$ cat src/rtl/pg_pkg.sv
package pg_pkg;

  localparam int PTR_W = 10;

  typedef enum logic [1:0] {
    ACT_NONE = 2'd0,
    ACT_INC  = 2'd1,
    ACT_DEC  = 2'd2,
    ACT_NDF  = 2'd3
  } act_e;

  localparam logic [3:0] FLAG_SET  = 4'b1001;
  localparam logic [3:0] FLAG_IDLE = 4'b0110;
  localparam logic [1:0] SIZE_BITS = 2'b00;

  // Increment-marking bits sit on odd indices of the pointer field.
  function automatic logic [PTR_W-1:0] inc_bits();
    logic [PTR_W-1:0] m;
    for (int i = 0; i < PTR_W; i++) m[i] = (i % 2 == 1);
    return m;
  endfunction

  function automatic logic [PTR_W-1:0] dec_bits();
    return ~inc_bits();
  endfunction

endpackage

$ cat src/rtl/pg_frame_timer.sv
module pg_frame_timer
  import pg_pkg::*;
#(
  parameter int ROWS     = 9,
  parameter int COLS     = 90,
  parameter int TOH_COLS = 3,
  parameter int H_ROW    = 3,
  parameter int F1_ROW   = 1,
  parameter int E2_ROW   = 8
) (
  input  logic             clk,
  input  logic             rst_n,
  input  logic             frame_start,
  output logic             is_h1,
  output logic             is_h3,
  output logic             is_stuff,
  output logic             is_spe,
  output logic             is_f1,
  output logic             is_e2,
  output logic [PTR_W-1:0] pos
);

  localparam int RW        = $clog2(ROWS);
  localparam int CW        = $clog2(COLS);
  localparam int SPE_BYTES = (COLS - TOH_COLS) * ROWS;

  localparam logic [RW-1:0]    ROW_LAST = RW'(ROWS - 1);
  localparam logic [CW-1:0]    COL_LAST = CW'(COLS - 1);
  localparam logic [RW-1:0]    ROW_H    = RW'(H_ROW);
  localparam logic [RW-1:0]    ROW_F1   = RW'(F1_ROW);
  localparam logic [RW-1:0]    ROW_E2   = RW'(E2_ROW);
  localparam logic [CW-1:0]    COL_OH   = CW'(TOH_COLS - 1);
  localparam logic [CW-1:0]    COL_SPE  = CW'(TOH_COLS);
  localparam logic [PTR_W-1:0] POS_LAST = PTR_W'(SPE_BYTES - 1);

  logic [RW-1:0]    row_q, row_d, cur_row;
  logic [CW-1:0]    col_q, col_d, cur_col;
  logic [PTR_W-1:0] pos_q, pos_d;

  always_comb begin
    cur_row = frame_start ? '0 : row_q;
    cur_col = frame_start ? '0 : col_q;
    row_d   = cur_row;
    col_d   = cur_col + 1'b1;
    if (cur_col == COL_LAST) begin
      col_d = '0;
      row_d = (cur_row == ROW_LAST) ? '0 : cur_row + 1'b1;
    end
  end

  always_comb begin
    is_h1    = (cur_row == ROW_H)  && (cur_col == '0);
    is_h3    = (cur_row == ROW_H)  && (cur_col == COL_OH);
    is_stuff = (cur_row == ROW_H)  && (cur_col == COL_SPE);
    is_f1    = (cur_row == ROW_F1) && (cur_col == COL_OH);
    is_e2    = (cur_row == ROW_E2) && (cur_col == COL_OH);
    is_spe   = (cur_col >= COL_SPE);
  end

  // Payload position: H3 slot counts as the slot just before position 0.
  always_comb begin
    pos   = is_h3 ? POS_LAST : pos_q;
    pos_d = pos_q;
    if (is_h3)       pos_d = '0;
    else if (is_spe) pos_d = (pos_q == POS_LAST) ? '0 : pos_q + 1'b1;
  end

  always_ff @(posedge clk or negedge rst_n) begin
    if (!rst_n) begin
      row_q <= '0;
      col_q <= '0;
      pos_q <= '0;
    end else begin
      row_q <= row_d;
      col_q <= col_d;
      pos_q <= pos_d;
    end
  end

  p_pos_range_r10: assert property (@(posedge clk) disable iff (!rst_n)
    pos <= POS_LAST);

  p_slot_excl_r11: assert property (@(posedge clk) disable iff (!rst_n)
    $onehot0({is_h1, is_h3, is_f1, is_e2, is_spe}));

endmodule

$ cat src/rtl/pg_just_latch.sv
module pg_just_latch (
  input  logic clk,
  input  logic rst_n,
  input  logic align_valid,
  input  logic e2_pick,
  input  logic is_f1,
  input  logic is_e2,
  input  logic inc_req,
  input  logic dec_req,
  output logic inc_l,
  output logic dec_l
);

  logic align_q;
  logic sel_e2_q, sel_e2_d, sel_now;
  logic latch_now;
  logic inc_d, dec_d;

  always_comb begin
    sel_now   = (align_valid && !align_q) ? e2_pick : sel_e2_q;
    sel_e2_d  = sel_now;
    latch_now = align_valid && (sel_now ? is_e2 : is_f1);
    inc_d     = inc_l;
    dec_d     = dec_l;
    if (!align_valid) begin
      inc_d = 1'b0;
      dec_d = 1'b0;
    end else if (latch_now) begin
      inc_d = inc_req;
      dec_d = dec_req;
    end
  end

  always_ff @(posedge clk or negedge rst_n) begin
    if (!rst_n) begin
      align_q  <= 1'b0;
      sel_e2_q <= 1'b0;
      inc_l    <= 1'b0;
      dec_l    <= 1'b0;
    end else begin
      align_q  <= align_valid;
      sel_e2_q <= sel_e2_d;
      inc_l    <= inc_d;
      dec_l    <= dec_d;
    end
  end

  p_inc_slot_r2: assert property (@(posedge clk) disable iff (!rst_n)
    !(is_f1 || is_e2) |=> !$rose(inc_l));

  p_dec_slot_r2: assert property (@(posedge clk) disable iff (!rst_n)
    !(is_f1 || is_e2) |=> !$rose(dec_l));

endmodule

$ cat src/rtl/pg_ptr_ctrl.sv
module pg_ptr_ctrl
  import pg_pkg::*;
#(
  parameter int SPE_BYTES    = 783,
  parameter int HOLDOFF      = 3,
  parameter int RESET_OFFSET = 0
) (
  input  logic             clk,
  input  logic             rst_n,
  input  logic             is_h1,
  input  logic             is_h3,
  input  logic             is_stuff,
  input  logic             is_spe,
  input  logic [PTR_W-1:0] pos,
  input  logic             j1_mark,
  input  logic             ais_exit,
  input  logic             inc_l,
  input  logic             dec_l,
  output logic [15:0]      ptr_word,
  output logic [PTR_W-1:0] offset,
  output logic             h3_sel,
  output logic             rd_en
);

  localparam int HW = $clog2(HOLDOFF + 1);
  localparam logic [HW-1:0]    HOLD_FULL = HW'(HOLDOFF);
  localparam logic [PTR_W-1:0] OFF_LAST  = PTR_W'(SPE_BYTES - 1);
  localparam logic [PTR_W-1:0] OFF_INIT  = PTR_W'(RESET_OFFSET);
  localparam logic [PTR_W-1:0] M_INC     = inc_bits();
  localparam logic [PTR_W-1:0] M_DEC     = dec_bits();

  act_e             act_q, act_d;
  logic [HW-1:0]    hold_q, hold_d;
  logic             pend_q, pend_d;
  logic [PTR_W-1:0] nval_q, nval_d;
  logic [PTR_W-1:0] off_d;
  logic [15:0]      word_d;
  logic             j1_miss;
  logic             just_ok;

  // Read enable and H3 content select for the current slot.
  always_comb begin
    rd_en  = (is_spe && !(is_stuff && act_q == ACT_INC)) ||
             (is_h3 && act_q == ACT_DEC);
    h3_sel = is_h3 && (act_q == ACT_DEC);
  end

  // New data flag bookkeeping: J1 mismatch or AIS exit.
  always_comb begin
    j1_miss = j1_mark && rd_en && (pos != offset);
    nval_d  = nval_q;
    if (j1_miss)                  nval_d = pos;
    else if (ais_exit && !pend_q) nval_d = offset;
    pend_d = pend_q;
    if (is_h1)               pend_d = 1'b0;
    if (j1_miss || ais_exit) pend_d = 1'b1;
  end

  // Frame action, chosen at H1.
  always_comb begin
    just_ok = (hold_q == HOLD_FULL);
    if (pend_q)                act_d = ACT_NDF;
    else if (just_ok && dec_l) act_d = ACT_DEC;
    else if (just_ok && inc_l) act_d = ACT_INC;
    else                       act_d = ACT_NONE;

    case (act_d)
      ACT_INC: word_d = {FLAG_IDLE, SIZE_BITS, offset ^ M_INC};
      ACT_DEC: word_d = {FLAG_IDLE, SIZE_BITS, offset ^ M_DEC};
      ACT_NDF: word_d = {FLAG_SET,  SIZE_BITS, nval_q};
      default: word_d = {FLAG_IDLE, SIZE_BITS, offset};
    endcase

    hold_d = hold_q;
    if (act_d != ACT_NONE)       hold_d = '0;
    else if (hold_q < HOLD_FULL) hold_d = hold_q + 1'b1;
  end

  // Offset update, applied at H3.
  always_comb begin
    case (act_q)
      ACT_INC: off_d = (offset == OFF_LAST) ? '0 : offset + 1'b1;
      ACT_DEC: off_d = (offset == '0) ? OFF_LAST : offset - 1'b1;
      ACT_NDF: off_d = nval_q;
      default: off_d = offset;
    endcase
  end

  always_ff @(posedge clk or negedge rst_n) begin
    if (!rst_n) begin
      act_q    <= ACT_NONE;
      hold_q   <= HOLD_FULL;
      ptr_word <= {FLAG_IDLE, SIZE_BITS, OFF_INIT};
    end else if (is_h1) begin
      act_q    <= act_d;
      hold_q   <= hold_d;
      ptr_word <= word_d;
    end
  end

  always_ff @(posedge clk or negedge rst_n) begin
    if (!rst_n) offset <= OFF_INIT;
    else if (is_h3) offset <= off_d;
  end

  always_ff @(posedge clk or negedge rst_n) begin
    if (!rst_n) begin
      pend_q <= 1'b0;
      nval_q <= '0;
    end else begin
      pend_q <= pend_d;
      nval_q <= nval_d;
    end
  end

  p_word_at_h1_r12: assert property (@(posedge clk) disable iff (!rst_n)
    !is_h1 |=> $stable(ptr_word));

  p_off_at_h3_r12: assert property (@(posedge clk) disable iff (!rst_n)
    !is_h3 |=> $stable(offset));

  p_flag_nibble_r9: assert property (@(posedge clk) disable iff (!rst_n)
    (ptr_word[15:12] == FLAG_IDLE || ptr_word[15:12] == FLAG_SET) &&
    ptr_word[11:10] == SIZE_BITS);

  p_offset_range_r10: assert property (@(posedge clk) disable iff (!rst_n)
    offset <= OFF_LAST);

  p_stuff_no_read_r4: assert property (@(posedge clk) disable iff (!rst_n)
    (is_stuff && !rd_en) |-> !h3_sel);

endmodule

$ cat src/rtl/sonet_ptr_gen.sv
module sonet_ptr_gen
  import pg_pkg::*;
#(
  parameter int ROWS         = 9,
  parameter int COLS         = 90,
  parameter int TOH_COLS     = 3,
  parameter int H_ROW        = 3,
  parameter int F1_ROW       = 1,
  parameter int E2_ROW       = 8,
  parameter int HOLDOFF      = 3,
  parameter int RESET_OFFSET = 0
) (
  input  logic        clk,
  input  logic        rst_n,
  input  logic        frame_start,
  input  logic        align_valid,
  input  logic        e2_pick,
  input  logic        inc_req,
  input  logic        dec_req,
  input  logic        ais_exit,
  input  logic        j1_mark,
  output logic [15:0] ptr_word,
  output logic [9:0]  offset,
  output logic        h3_sel,
  output logic        pay_rd_en
);

  localparam int SPE_BYTES = (COLS - TOH_COLS) * ROWS;

  logic [1:0]       rst_pipe;
  logic             rst_n_s;
  logic             is_h1, is_h3, is_stuff, is_spe, is_f1, is_e2;
  logic [PTR_W-1:0] pos;
  logic             inc_l, dec_l;

  // Asynchronous assertion, synchronous release.
  always_ff @(posedge clk or negedge rst_n) begin
    if (!rst_n) rst_pipe <= 2'b00;
    else        rst_pipe <= {rst_pipe[0], 1'b1};
  end
  assign rst_n_s = rst_pipe[1];

  pg_frame_timer #(
    .ROWS(ROWS), .COLS(COLS), .TOH_COLS(TOH_COLS),
    .H_ROW(H_ROW), .F1_ROW(F1_ROW), .E2_ROW(E2_ROW)
  ) u_timer (
    .clk(clk), .rst_n(rst_n_s), .frame_start(frame_start),
    .is_h1(is_h1), .is_h3(is_h3), .is_stuff(is_stuff), .is_spe(is_spe),
    .is_f1(is_f1), .is_e2(is_e2), .pos(pos)
  );

  pg_just_latch u_latch (
    .clk(clk), .rst_n(rst_n_s), .align_valid(align_valid), .e2_pick(e2_pick),
    .is_f1(is_f1), .is_e2(is_e2), .inc_req(inc_req), .dec_req(dec_req),
    .inc_l(inc_l), .dec_l(dec_l)
  );

  pg_ptr_ctrl #(
    .SPE_BYTES(SPE_BYTES), .HOLDOFF(HOLDOFF), .RESET_OFFSET(RESET_OFFSET)
  ) u_ctrl (
    .clk(clk), .rst_n(rst_n_s), .is_h1(is_h1), .is_h3(is_h3),
    .is_stuff(is_stuff), .is_spe(is_spe), .pos(pos), .j1_mark(j1_mark),
    .ais_exit(ais_exit), .inc_l(inc_l), .dec_l(dec_l),
    .ptr_word(ptr_word), .offset(offset), .h3_sel(h3_sel), .rd_en(pay_rd_en)
  );

  p_h3sel_reads_r3: assert property (@(posedge clk) disable iff (!rst_n_s)
    h3_sel |-> pay_rd_en);

endmodule

$ cat config.mk
export PLATFORM = sky130hd
export DESIGN_NAME = sonet_ptr_gen
export DESIGN_NICKNAME = d
export VERILOG_FILES = /design/src/rtl/pg_pkg.sv /design/src/rtl/pg_frame_timer.sv /design/src/rtl/pg_just_latch.sv /design/src/rtl/pg_ptr_ctrl.sv /design/src/rtl/sonet_ptr_gen.sv
export SDC_FILE = /design/constraint.sdc
export NUM_CORES = 1
export LEC_CHECK = 0
export BUFFER_PORTS_ARGS = -buffer_cell sky130_fd_sc_hd__buf_4
export CORE_MARGIN = 2
export CORE_UTILIZATION = 60
export CTS_BUF_LIST = sky130_fd_sc_hd__clkbuf_16
export DETAILED_ROUTE_END_ITERATION = 16
export PLACE_DENSITY_LB_ADDON = 0.05
export RECOVER_POWER = 25
export SLEW_MARGIN = 5
export SYNTH_ARGS = -nofsm -noshare
export SYNTH_HDL_FRONTEND = slang
export SYNTH_SLANG_ARGS = --single-unit
$ cat constraint.sdc
create_clock -name clk -period 3.6 [get_ports clk]
set_input_delay 0.36 -clock clk [delete_from_list [all_inputs] [get_ports clk]]
set_output_delay 0.36 -clock clk [all_outputs]
set_load 0.05 [all_outputs]
Yosys cells after proc, flatten, opt, wreduce, memory -nomap -nowiden
Index checks and enable logic that the tools add are counted.
Widths: inputs -> output; s select.
{ "totals": {"word_cells": 99, "ff_bits": 68, "input_bits": 9, "out_inout_bits": 28} }
{ "op_classes": {"magnitude_cmp": 2, "n_eq_ne": 17, "n_mux": 28, "bitwise_logic": 2, "add_sub_neg": 6, "n_reduce_logical": 30} }
{ "ops": {"columns": ["op", "count"], "rows": [
  ["$mux 10", 8],
  ["$pmux 16 s3", 1],
  ["$pmux 10 s3", 1],
  ["$add 10x1->10 const B", 2],
  ["$eq 10x10->1 const B", 2],
  ["$logic_and 1x1->1", 15],
  ["$eq 7x2->1 const B", 2],
  ["$mux 7", 2],
  ["$mux 4", 3],
  ["$eq 2x2->1 const B", 5],
  ["$logic_not 10->1", 1],
  ["$ne 10x10->1", 1],
  ["$not 5->5", 2],
  ["$reduce_bool 2->1", 5],
  ["$sub 10x1->10 const B", 1],
  ["$mux 1", 9],
  ["$mux 2", 4],
  ["$add 7x1->7 const B", 1],
  ["$eq 7x7->1 const B", 1],
  ["$ge 7x2->1 const B", 1],
  ["$logic_not 7->1", 1],
  ["$add 4x1->4 const B", 1],
  ["$eq 2x1->1 const B", 2],
  ["$eq 4x1->1 const B", 1],
  ["other kinds (9)", 13]
]} }

Longest topological paths before layout
Gate-level depths: netlist of run 1.
{ "logic_depth": {"word_depth": 11, "mapped_depth": 13, "mapped_depth_nobuf": 9} }

Hierarchy
A second synthesis of run 1 with hierarchy kept.
{ "unflattened": {"hier_cells": 471, "hier_area_um2": 4249.1} }
{ "modules_own_cells": {"columns": ["mod", "instances", "seq_area_each_um2", "area_per_inst_um2", "cells_each"], "rows": [
  ["pg_ptr_ctrl", 1, 929.6, 2534.9, 287],
  ["pg_frame_timer", 1, 525.5, 1432.6, 161],
  ["pg_just_latch", 1, 100.1, 227.7, 20],
  ["sonet_ptr_gen", 1, 50.0, 53.8, 3]
]} }

Least setup slack after synthesis of run 1
Ideal clock, no wire load.
{ "synth_path": {"path_kind": "input to register", "start": "input frame_start", "end": "register u_ctrl.nval_q[0]", "arrival_time_ps": 2898, "n_path_buf": 3, "required_time_ps": 3521, "cell_stages": 11, "setup_ps": 79, "slack_ps": 623, "cell_sequence": "clkbuf_1 > clkbuf_1 > nor2b_1 > ha_1 > nor2_1 > a32oi_1 > and2_1 > a221o_1 > o311a_1 > buf_6 > mux2i_1"} }
{ "synth_between": {"elab_chain_len": 10, "word_cells_on_any_way": 19, "cone_classes": "order compare: 1; eq/ne: 4; mux: 4; reduce/logical: 10"} }
{ "synth_rtl": {"columns": ["element", "line", "rtl"], "rows": [
  ["from (decl)", "sonet_ptr_gen.sv:15", "input logic frame_start,"],
  ["branches (longest 6 deep; another with $ge 7x2->1)", null, null],
  ["$logic_or 1x1->1 (*)", "pg_ptr_ctrl.sv:43", "rd_en = (is_spe && !(is_stuff && act_q == ACT_INC)) ||"],
  ["via pay_rd_en", "sonet_ptr_gen.sv:25", "output logic pay_rd_en"],
  ["$logic_and 1x1->1 (*) (2 in a row)", "pg_ptr_ctrl.sv:50", "j1_miss = j1_mark && rd_en && (pos != offset);"],
  ["$mux 10 / $reduce_bool 2->1 (equally long branches)", null, null],
  ["to (signal assigned)", "pg_ptr_ctrl.sv:112", "nval_q <= nval_d;"],
  ["to (decl)", "pg_ptr_ctrl.sv:35", "logic [PTR_W-1:0] nval_q, nval_d;"]
]} }
Mark *: on every way through the listed nets, which the timed path passes.
A chain may end at the register's enable or synchronous reset.

Worst setup path after layout of run 1
{ "layout_path": {"start": "register u_timer.col_q[0]", "end": "register u_ctrl.pend_q"} }
{ "layout_between": {"elab_chain_len": 11, "word_cells_on_any_way": 20, "cone_classes": "order compare: 1; eq/ne: 3; mux: 3; reduce/logical: 13"} }
{ "layout_rtl": {"columns": ["element", "line", "rtl"], "rows": [
  ["from (decl)", "pg_frame_timer.sv:37", "logic [CW-1:0] col_q, col_d, cur_col;"],
  ["from (signal assigned)", "pg_frame_timer.sv:75", "col_q <= col_d;"],
  ["$mux 7 (*)", "pg_frame_timer.sv:42", "cur_col = frame_start ? '0 : col_q;"],
  ["branches (longest 10 deep; another with $ge 7x2->1)", null, null],
  ["to (signal assigned)", "pg_ptr_ctrl.sv:111", "pend_q <= pend_d;"],
  ["to (decl)", "pg_ptr_ctrl.sv:34", "logic pend_q, pend_d;"]
]} }
Every way passes the cells marked *.

==> results summary, run 1 <==
The critical path starts at u_timer.col_q[0]. Yosys attributes the largest share of cell area to sky130_fd_sc_hd__dfrtp_1 (37%), sky130_fd_sc_hd__o21ai_0 (6.4%), sky130_fd_sc_hd__nor2_1 (4.6%), sky130_fd_sc_hd__a21oi_1 (4.4%), sky130_fd_sc_hd__mux2i_1 (4.1%). The max-slew headroom at the worst pin came out at -1.09%. CTS built an H-tree with a depth of 3. The number of enable-type register cells in the synthesized netlist came out at 0. The most critical setup path has its endpoint at u_ctrl.pend_q.

The static power due to leakage is just over 2 nW. The number of warnings issued by yosys came out at 0. The number of instances in the placed design is between 500 and 600. The internal power contribution is ~1.5 mW. The tool flagged a number of max-cap violations equal to 1. The final critical path takes up between 70% and 80% of the cycle. Relative to the synthesized area, the layout overhead comes to 13.5%. The number of remaining DRC errors came out at 0. The final worst clock skew is 0.00393 ns.

In this design, the largest share of critical-path delay is due to compound AO/OA/AOI/OAI gates. In this design, the stage delay of the slowest critical-path cell is ~0.62 ns. Yosys mapped the design onto 61 distinct sky130hd cell types.

For the pin with the worst max-slew slack, the measured transition is ~1.5 ns. The synthesized design spends more area on one cell type than any other, namely sky130_fd_sc_hd__dfrtp_1. The maximum buffer depth of the clock tree came out at 2. The pin count of the biggest net entering global routing came out at 38. Once detailed placement completed, the half-perimeter wirelength came to about 7300 um.

The routability-driven placement congestion ratio is 0.953. The startpoint identified for the worst register-to-register timing path is u_timer.col_q[0]. The core outline area came out at 6720 um^2. The post-synthesis area per instance came out at between 8 and 9 um^2. The post-synth design cell area came out at approximately 4100 um^2. The max-slew violation total from the final report is 38.

The die extent in y came out at ~87 um. The wire length of the first global-routing pass is 17800 um. After global routing the overflow that remains totals 0. The number of detailed-route iterations in the first pass came out at 7. The total negative slack for setup checks came out at 0 ns.

The total wire length after detailed routing is roughly 11000 um. The fraction of synthesized cell area taken by the top area cell type came out at a little under two fifths. The ratio of routed vias to standard cells came out at approximately 6.4. The total count of hold-check failures in the final report is 0.

At the later pin of the worst-skew pair, clock insertion delay measures approximately 0.33 ns. In this run, CTS created clock tree buffers numbering 9. The worst setup path is of the flip-flop to flip-flop kind. The number of rows in the core area came out at 30. The part of the total power dissipated in the clock network came out at between 40% and 50%. The run finished, with violations left. TritonCTS built the clock tree. The combinational power share came out at 12.4%. The post-synthesis instance total came out at 490.

The number of nets still failing antenna checks after routing is 0. The cell area after placement came out at 4380 um^2. The power dissipated by switching net loads is approximately 0.56 mW. The sequential area share after synthesis is a little under 40%. The routed layout has 3781 vias.

Sequential cells burn between 40% and 50% of the power. The cell sitting at the root of the clock tree is a sky130_fd_sc_hd__clkbuf_16. The detailed-route wire length per cell came out at roughly 18 um. The setup check on the worst reg-to-reg path leaves a slack of around 0.8 ns. After synthesis, the share of flip-flops with an asynchronous set or reset is 100%. Data on the critical path arrives at its endpoint at 3.02 ns.

The final critical path time including I/O delays and setup came out at 2.81 ns. The number of failing setup endpoints in the final timing report came out at 0. Derived from the worst setup path, the maximum achievable clock frequency is ~0.36 GHz. Among all flip-flop cells after synthesis, the most frequent one is sky130_fd_sc_hd__dfrtp_1. The switching portion of total power is 27.5%. The combined buffer and inverter count along the critical path came out at 1. Setup repair after global routing left no endpoint under its margin.

The die span in x came out at 87.0 um. The worst-path cell with the longest stage delay is sky130_fd_sc_hd__o311a_1. Walking the worst path, the cells encountered are nor2b_1 -> inv_1 -> ha_1 -> nand2_1 -> and3b_1 -> nor4_1 -> o2111ai_1 -> o311a_1 -> a211o_1. The endpoint identified for the worst register-to-register timing path is u_ctrl.pend_q. The global routing usage summed across all routing layers is 30.1%.

The final reports fail on capacitance limit, slew limit. The required arrival time at the worst endpoint is 3.81 ns. The logic depth of the worst setup path including buffers is 9. The total clock sinks is 64. The starting density of the core is 61.5%.

The synthesized design contains 64 register bits. In this run the power density over the cells is around 440 nW/um^2. In this run, the number of DRC markers left after iteration 0 of detailed routing was 261. The layout net count is roughly 530.

The number of antenna diodes is 0. The worst setup path is launched from a flip-flop. The length in cells of the worst reg-to-reg path is 9.

The clock transition at the registers of the reported paths is about 0.060 ns. The floorplan step defined a die boundary enclosing roughly 7600 um^2. The biggest fanout along the worst timing path is 11.

The fraction of layout instances using a drive strength above 1 is around 12%. 37 I/O pins were placed. The class of the most critical hold timing path is input pin to flip-flop. The kind of end point of the critical path is a flip-flop. The number of input and output port buffers inserted came out at 34. The number of antenna violations at the first check in global routing came to 0. The number of fill cells in the layout came out at between 500 and 600. The final instance count without filler cells came out at between 500 and 600. The via count of the first global-routing pass is 3610. The worst-case IR drop observed on VDD is around 0.34 mV. The finished layout cell area came out at roughly 4700 um^2.
==> cell type report <==
type                            count  area, um^2  share of cell area, %
Timing Repair Buffer               42         310                   6.61
Inverter                           16        60.1                   1.28
Sequential cell                    64        1610                   34.2
Clock inverter                      7        87.6                   1.87
Multi-Input combinational cell    373        2310                   49.1
Clock buffer                        9         225                   4.80
Tap cell                           80         100                   2.13
==> cell usage after synthesis, types with 7 or more instances <==
| master | number |
|---|---|
| sky130_fd_sc_hd__dfrtp_1 | 61 |
| sky130_fd_sc_hd__a22oi_1 | 8 |
| sky130_fd_sc_hd__nand2_1 | 35 |
| sky130_fd_sc_hd__nor3_1 | 13 |
| sky130_fd_sc_hd__nor2_1 | 51 |
| sky130_fd_sc_hd__nand4_1 | 12 |
| sky130_fd_sc_hd__xnor2_1 | 19 |
| sky130_fd_sc_hd__a21oi_1 | 36 |
| sky130_fd_sc_hd__and3_1 | 7 |
| sky130_fd_sc_hd__ha_1 | 13 |
| sky130_fd_sc_hd__o21ai_0 | 53 |
| sky130_fd_sc_hd__nand3_1 | 18 |
| sky130_fd_sc_hd__nor2b_1 | 8 |
| sky130_fd_sc_hd__clkbuf_1 | 26 |
| sky130_fd_sc_hd__mux2i_1 | 17 |
| sky130_fd_sc_hd__inv_1 | 16 |
| sky130_fd_sc_hd__nand2b_1 | 12 |
==> cells by family (layout without fill, tap and decap cells) <==
family,after synthesis,count (layout),share of synthesized area [%]
and+or+nand+nor,182,182,22.6
AOI/OAI and AO/OA,133,133,19.5
DFF,64,64,38.8
buffers and inverters,54,74,5.51
xor gates and xnor gates,24,24,5.08
muxes,18,18,4.39
adders and majority gates,13,13,3.93
other,2,3,0.182
==> timing repair <==
action / CTS / global route
buffers inserted: 0 / 0
hold endpoints to repair: 2 / 0
hold buffers: 1 / 0
gates resized for setup: 0 / 0
==> metrics by stage <==
stage                     util [%]  hold WS [ns]  worst slack (ns)  power, mW
after CTS                     70.0         0.151             0.835       2.06
after floorplan                  -        0.0644             0.623       1.05
final                         69.9         0.176             0.793       2.05
after global routing          69.9         0.197             0.602       2.13
after detailed placement      65.2         0.145             0.561       1.14
after global placement        65.2         0.142             0.677       1.13
==> power by group through the flow <==
stage	clock network (mW)	logic [mW]	registers, mW
3_3_place_gp	0	0.244	0.883
6_report	0.925	0.255	0.875
2_1_floorplan	0	0.213	0.839
4_1_cts	0.929	0.257	0.873
5_1_grt	0.960	0.286	0.885
3_5_place_dp	0	0.254	0.884
==> sequential cells by signal, indices dropped and copies added (netlist names) <==
register and count:
u_latch.sel_e2_q 1, u_latch.inc_l 1, u_ctrl.ptr_word 12, u_timer.row_q 4, u_ctrl.offset 10, u_timer.pos_q 10
u_latch.align_q 1, u_timer.col_q 7, u_ctrl.pend_q 1, u_latch.dec_l 1, u_ctrl.hold_q 2, rst_pipe 2
u_ctrl.nval_q 10, u_ctrl.act_q 2
==> layout by cell type (no fill, tap or decap), types with 7 or more instances in the layout <==
cell type / netlist / layout
sky130_fd_sc_hd__o21ai_0: 53 / 53
sky130_fd_sc_hd__and3_1: 7 / 7
sky130_fd_sc_hd__buf_4: 4 / 39
sky130_fd_sc_hd__a21oi_1: 36 / 36
sky130_fd_sc_hd__clkbuf_16: 0 / 9
sky130_fd_sc_hd__nand2b_1: 12 / 12
sky130_fd_sc_hd__dfrtp_1: 61 / 61
sky130_fd_sc_hd__ha_1: 13 / 13
sky130_fd_sc_hd__mux2i_1: 17 / 17
sky130_fd_sc_hd__nor3_1: 13 / 13
sky130_fd_sc_hd__inv_1: 16 / 17
sky130_fd_sc_hd__nand4_1: 12 / 12
sky130_fd_sc_hd__a22oi_1: 8 / 8
sky130_fd_sc_hd__nor2_1: 51 / 51
sky130_fd_sc_hd__nor2b_1: 8 / 8
sky130_fd_sc_hd__nand3_1: 18 / 18
sky130_fd_sc_hd__xnor2_1: 19 / 19
sky130_fd_sc_hd__nand2_1: 35 / 35
==> metal layers <==
| layer | share of wire (%) | vias up | GRT usage, % |
|---|---|---|---|
| li1 | - | 1770 | - |
| met1 | 42 | 1758 | 40.6 |
| met5 | 0 | - | 0 |
| met3 | 7.9 | 41 | 5.21 |
| met4 | 3.4 | 0 | 14.2 |
| met2 | 47 | 212 | 47.1 |
==> how the worst min path moves through the flow <==
stage | start | endpoint | slack, ns | cells past startpoint
2_1_floorplan | rst_n | rst_pipe[0] | 0.06 | 0
3_3_place_gp | rst_n | rst_pipe[0] | 0.14 | 1
3_5_place_dp | rst_n | rst_pipe[0] | 0.14 | 1
4_1_cts | align_valid | u_latch.align_q | 0.15 | 1
5_1_grt | align_valid | u_latch.align_q | 0.20 | 1
6_report | align_valid | u_latch.align_q | 0.18 | 1
Note: power is estimated with default switching activity, not from simulation.
==> run 2: changes to the inputs <==
- CORE_UTILIZATION: 60 -> 54
- clock period: 3.6 -> 2.5 ns (I/O delays scaled with it)
==> run 2 against run 1 <==
The flow still finishes with violations (capacitance limit, slew limit). Sequential power rose by 38%. Critical path type is now flip-flop to output port. Worst setup slack got worse by 0.74 ns. Global-route usage fell by 2.4 points.
==> results summary, run 2 (synthesis results as in run 1) <==
The run finished, with violations left. The checks that failed: capacitance limit, slew limit. The total negative slack for setup checks came out at 0 ns. Entering global routing, the biggest net connects 63 pins. The worst slack on hold paths came out at between 0.08 and 0.09 ns. The number of placed I/O pins is 37. Clock-pin slew was measured on the worst setup and hold paths at ~0.060 ns. The total clock sinks is 64.

The count of buffers added on input and output ports is 34. The global routing usage summed across all routing layers is roughly 28%. The flip-flop count of the largest register, all copies and words added is 12. The hold-critical path depth is 1. The number of cells on the worst reg-to-reg path is 10. The total half-perimeter wirelength after legalization and detailed placement came out at slightly below 8000 um. The total congestion overflow is 0. The library cells used most frequently in the layout, excluding fill and tap cells, are sky130_fd_sc_hd__buf_4 (79), sky130_fd_sc_hd__dfrtp_1 (60), sky130_fd_sc_hd__o21ai_0 (53).

The congestion estimate from routability-driven global placement came to a little under 1. Leaving out fill and tap cells, the most frequent cell in the layout is sky130_fd_sc_hd__buf_4. Relative to the synthesized area, the layout overhead comes to 21.9%.

The number of antenna violations at the first check in global routing was 0. The worst setup path is captured at an output port. The number of instances in the placed design is 634.

The filler cells instantiated in the layout total between 500 and 600. The startpoint identified for the worst register-to-register timing path is u_timer.col_q[0]. Across the VDD grid, the largest voltage drop is about 0.34 mV.

The root buffer selected by CTS is sky130_fd_sc_hd__clkbuf_16. The max-cap check violation count came out at 1. The register with the most flip-flops in the final layout is u_ctrl.ptr_word.

The number of levels the H-tree was split into came out at 3. For this run, design rule violations remaining after detail routing come to 0. The number of nets still failing antenna checks after routing is 0.

TritonCTS created 9 clock buffers. Measured along the x axis, the die boundary spans ~90 um. The final worst clock skew came out at 0.00596 ns.

The peak clock frequency supported by timing is 0.408 GHz. The die extent in y came out at a little over 90 um. The worst hold path belongs to the class input pin to flip-flop. The power density relative to cell area is 591 nW/um^2.

The total wire length after detailed routing is about 11000 um. The final instance count without filler cells came out at between 600 and 700. The starting density of the core is about 56%. Row generation in the floorplan step produced 31 rows. The startpoint type of the worst setup path is a flip-flop. The total design power came out at 2.98 mW. The via count of the first global-routing pass is ~3700. The number of failing setup endpoints in the final timing report came out at 0. The slack of the worst reg-to-reg path is 0.20 ns.

The core outline area came out at 7330 um^2. The portion of the clock cycle consumed by the worst path in the final layout is a little over nine tenths. The worst hold path terminates at u_latch.align_q.

The max-slew violation total from the final report came out at 63. The required arrival time at the worst endpoint came out at between 2 and 2.5 ns. TritonCTS built the clock tree. The total count of hold-check failures in the final report is 0. In this run the most critical hold path is launched from align_valid.

The max-slew headroom at the worst pin is -2.29%. The maximum buffer depth of the clock tree came out at 2. Setup repair after global routing could not meet its margin everywhere. The slew at the pin closest to its max-slew limit came out at between 1.5 and 2 ns. The static power due to leakage came out at approximately 2.2 nW. The worst setup path is of the flip-flop to output port kind. The detailed-route wire length per cell came out at around 17 um. The endpoint identified for the worst register-to-register timing path is u_ctrl.nval_q[3].

After detailed routing, the number of vias per cell comes to 6.01. The die covers approximately 8400 um^2. The final critical path time including I/O delays and setup is between 2 and 2.5 ns. The clock insertion delay at the later pin of the skew report came out at 0.33 ns.

The wire length of the first global-routing pass is ~18000 um. The violation count after the first detailed-routing iteration is 271. The fraction of layout instances using a drive strength above 1 came out at 20.1%.

The biggest fanout along the worst timing path is 5. The number of detailed-route iterations in the first pass came out at 5. The routed layout has roughly 3900 vias.

For the worst setup path, the data arrival time is approximately 2.2 ns. The layout net count came out at between 500 and 600. The number of antenna diodes is 0.
[run 2: layer usage]
metal	global-route usage (%)	routed length, um	vias up
li1	-	-	1862
met1	36.5	4640	1854
met2	44.0	5290	166
met3	6.22	810	32
met4	11.1	318	0
met5	0	0	-
[run 2: through the flow]
| step | instance area (um^2) | utilization, % | setup WS, ns |
|---|---|---|---|
| 6_report | 5040 | 68.7 | 0.0492 |
| 5_1_grt | 5040 | 68.7 | -0.0188 |
| 4_1_cts | 5040 | 68.7 | 0.0333 |
| 3_5_place_dp | 4720 | 64.4 | -0.0142 |
| 3_3_place_gp | 4720 | 64.4 | 0.0585 |
| 2_1_floorplan | 4160 | - | 0.0189 |
[run 2: repair_timing]
action                     in CTS  in global routing
resized for setup               0                  3
hold endpoints to repair        2                  0
setup endpoints to repair       0                  5
setup buffers                   0                  0
hold buffers                    1                  0
[run 2: layout make-up]
cell class	instances	area [um^2]	area share, %
Clock inverter	7	77.6	1.54
Tap cell	99	124	2.46
Sequential cell	64	1610	31.9
Multi-Input combinational cell	373	2330	46.3
Inverter	16	60.1	1.19
Timing Repair Buffer	83	616	12.2
Clock buffer	9	225	4.47
[run 2: worst max path at each step]
stage,from,to,slack [ns],cells past startpoint
6_report,u_timer.col_q[0],pay_rd_en,0.05,8
5_1_grt,u_timer.col_q[0],pay_rd_en,-0.02,8
4_1_cts,u_timer.col_q[0],u_ctrl.nval_q[4],0.03,10
3_5_place_dp,frame_start,u_ctrl.nval_q[3],-0.01,10
3_3_place_gp,frame_start,u_ctrl.nval_q[0],0.06,11
2_1_floorplan,frame_start,u_ctrl.nval_q[0],0.02,11
[run 2: power by group]
part	total (mW)	internal, mW	switching (mW)
registers	1.21	1.12	0.0901
logic	0.487	0.218	0.269
clock network	1.29	0.782	0.505
[run 2: worst max-delay path, stage by stage, from the launching register on]
cell and delay, ns:
sky130_fd_sc_hd__dfrtp_1 0.38, sky130_fd_sc_hd__nor2b_1 0.16, sky130_fd_sc_hd__buf_4 0.14, sky130_fd_sc_hd__ha_1 0.23, sky130_fd_sc_hd__nor2_1 0.13, sky130_fd_sc_hd__a32oi_2 0.12
sky130_fd_sc_hd__and2_1 0.17, sky130_fd_sc_hd__a221o_2 0.32, sky130_fd_sc_hd__buf_4 0.20
==> run 3: changes to the inputs <==
- CORE_UTILIZATION: 54 -> 60
- clock period: 2.5 -> 2.4 ns (I/O delays scaled with it)
==> run 3 against run 2 <==
The flow now finishes without violations. Wire length grew 2.0%. Sequential share of layout area grew 0.13 points. Global-route usage grew 3.5 points. Combinational power grew 4.9%. Sequential power grew 6%. Die area shrank 9.6%. Flip-flop and latch count is the same. Critical path depth is the same. Clock skew shrank 0.0022 ns. First-iteration DRC count grew 16%. Total power grew 2.1%. Critical path type unchanged. Highest routed layer unchanged.
==> results summary, run 3 (synthesis results as in run 1) <==
The detailed router placed 3949 vias in this run. The flow ran to the end, and the final reports show no timing, DRC or antenna violations. The total clock sinks came out at 64. At the end of routability-driven placement, the weighted congestion stood at 0.957.

The pin count of the biggest net entering global routing is 29. The number of antenna violations at the first check in global routing came out at 0. The library cell used most frequently in the layout, excluding fill and tap cells, is sky130_fd_sc_hd__buf_4.

The total design power is 3.04 mW. The max-slew headroom at the worst pin came out at 24.8%. The flip-flop count of the largest register, all copies and words added came out at 12.

The CTS tree is yes. u_ctrl.ptr_word holds more flip-flops than any other register. The number of antenna diodes came out at 0. The via count of the first global-routing pass is approximately 3700. The peak clock frequency supported by timing is 0.429 GHz. The biggest fanout along the worst timing path is 4.

The share of total power in sequential cells came out at around 42%. The starting density of the core is a little over 60%. The peak supply drop is 0.434 mV. The flip-flop and latch area is about 1600 um^2. For the worst setup path, the data required time is 2.16 ns. At the placement stage, the worst setup path has a slack of around 0.014 ns. The number of rows in the core area is 30. In the layout the commonest cells are sky130_fd_sc_hd__buf_4 (77), sky130_fd_sc_hd__dfrtp_1 (61), sky130_fd_sc_hd__o21ai_0 (53). The clock insertion delay at the later pin of the skew report is ~0.32 ns.

Once placement finished, the instance area stood at around 4700 um^2. The floorplan step set the die height to between 80 and 90 um. The number of buffers inserted during clock tree synthesis is 9. Measured along the x axis, the die boundary spans about 87 um. The number of fill cells in the layout came out at between 500 and 600.

The number of placed I/O pins came out at 37. The dominant delay contributor by cell family on the critical path is compound AO/OA/AOI/OAI gates. The path class of the tightest hold or removal check is input pin to flip-flop. The maximum buffer depth of the clock tree is 2.

In this run the number of H-tree levels came out at 3. The max-slew violation total from the final report is 0. The number of remaining DRC errors came out at 0. The total wire length after detailed routing came out at around 11000 um. The number of nets still failing antenna checks after routing is 0.

The static power due to leakage came out at between 2 and 2.5 nW. The global routing usage summed across all routing layers came out at between 30% and 40%. The part of the total power dissipated in the clock network is roughly two fifths. Together, buffers and inverters on the worst path number 2. The power density relative to cell area is 607 nW/um^2. The switching portion of total power is 28.2%.

Global routing finished with a remaining overflow of 0. The ratio of routed vias to standard cells came out at between 6 and 7. The max-cap check violation count is 0.

The number of detailed-route iterations in the first pass is 6. The clock period could shrink to about 2.3 ns. The area taken by multi-input logic gates is around 2400 um^2. The portion of the clock cycle consumed by the worst path in the final layout is approximately 100%.

The worst-path cell with the longest stage delay is sky130_fd_sc_hd__dfrtp_1. Cells with a size suffix above 1 make up approximately 20% of the layout. The layout net count came out at about 570. Clock-pin slew was measured on the worst setup and hold paths at about 0.05 ns. The first global-routing pass estimated roughly 18000 um of wire. The kind of end point of the critical path is an output port. The tree is rooted in a sky130_fd_sc_hd__clkbuf_16. The floorplan step defined a die boundary enclosing 7570 um^2. The combinational power share came out at around 17%. The arrival time of the worst setup path came out at about 2.1 ns. The detailed-route wire length per cell came out at 17.9 um. The worst setup path is of the flip-flop to output port kind. The finished layout cell area is ~5000 um^2. Setup violations remaining at the end of the flow were counted as 0.

Compared with the post-synthesis result, the final layout area differs by 21.3%. The worst setup path is launched from a flip-flop. The floorplan step defined a core boundary enclosing between 6000 and 7000 um^2. In the final timing run, aggregate negative setup slack is 0 ns. The final worst clock skew came out at 0.00376 ns. The maximum cell stage delay along the critical path came out at about 0.38 ns. The total count of hold-check failures in the final report was 0. The slew at the pin closest to its max-slew limit came out at approximately 1.1 ns. After legalization and detailed placement, the total HPWL measured 8040 um. The critical path goes through nor2b_1 -> buf_4 -> ha_2 -> nor2_4 -> a32oi_2 -> and2_1 -> a221o_2 -> buf_6. The number of input and output port buffers inserted came out at 34. The internal power contribution came out at 2.19 mW. The post-route worst setup slack came out at about 0.066 ns. The violation count after the first detailed-routing iteration is roughly 320. In this run the power spent charging and discharging nets is 0.858 mW.
[run 3: cell types whose count changed in the layout (fill, tap and decap cells not counted), sizes merged]
cell  previous run  this run
buf             79        78
[run 3: what timing repair did]
| action | in CTS | in global routing |
|---|---|---|
| buffers inserted | 0 | 1 |
| endpoints found under the setup margin | 0 | 8 |
| endpoints found under the hold margin | 2 | 0 |
| resized for setup | 0 | 6 |
| hold buffers | 1 | 0 |
[run 3: routing by layer]
layer	vias to the layer above	global-route usage, %	routed length (um)
met2	194	51.5	5480
met3	32	5.40	810
li1	1855	-	-
met5	-	0	0
met4	0	10.5	267
met1	1868	41.5	4730
[run 3: worst reg2reg max path: cells and delay by family (launching register included)]
kind | cells | cell delay, ns
flops | 1 | 0.44
compound gates | 3 | 0.46
simple gates | 3 | 1.06
buf+inv | 1 | 0.19
[run 3: layout make-up]
cell class	instances	area share [%]
Timing Repair Buffer	82	12.2
Sequential cell	64	32.0
Inverter	16	1.20
Clock inverter	7	1.15
Tap cell	80	2.00
Multi-Input combinational cell	373	47.0
Clock buffer	9	4.49
[run 3: power by group through the flow]
stage | combinational [mW] | sequential, mW | clock, mW
after floorplan | 0.326 | 1.26 | 0
after global placement | 0.466 | 1.29 | 0
after detailed placement | 0.483 | 1.29 | 0
after CTS | 0.487 | 1.28 | 1.27
after global routing | 0.564 | 1.29 | 1.31
final | 0.511 | 1.28 | 1.25
[run 3: path summary, 6_finish.rpt]
| path | start | to | slack, ns | depth (start not counted) |
|---|---|---|---|---|
| worst max-delay path | u_timer.col_q[0] | pay_rd_en | 0.07 | 8 |
| worst min-delay path | align_valid | u_latch.align_q | 0.06 | 1 |
| worst max register to register | u_ctrl.offset[6] | u_ctrl.offset[0] | 0.12 | 7 |
| worst min register to register | rst_pipe[0] | rst_pipe[1] | 0.35 | 0 |
| max in group asynchronous | rst_pipe[1] | u_ctrl.nval_q[6] | 0.57 | 1 |
| min in group asynchronous | rst_n | rst_pipe[0] | 0.22 | 2 |
[run 3: per-stage QoR]
stage	util, %	std cells	hold slack [ns]
3_5_place_dp	69.9	613	0.0238
4_1_cts	74.3	630	0.0330
5_1_grt	74.7	631	0.0717
3_3_place_gp	69.9	613	0.0225
6_report	74.7	631	0.0644
2_1_floorplan	-	491	-0.0556
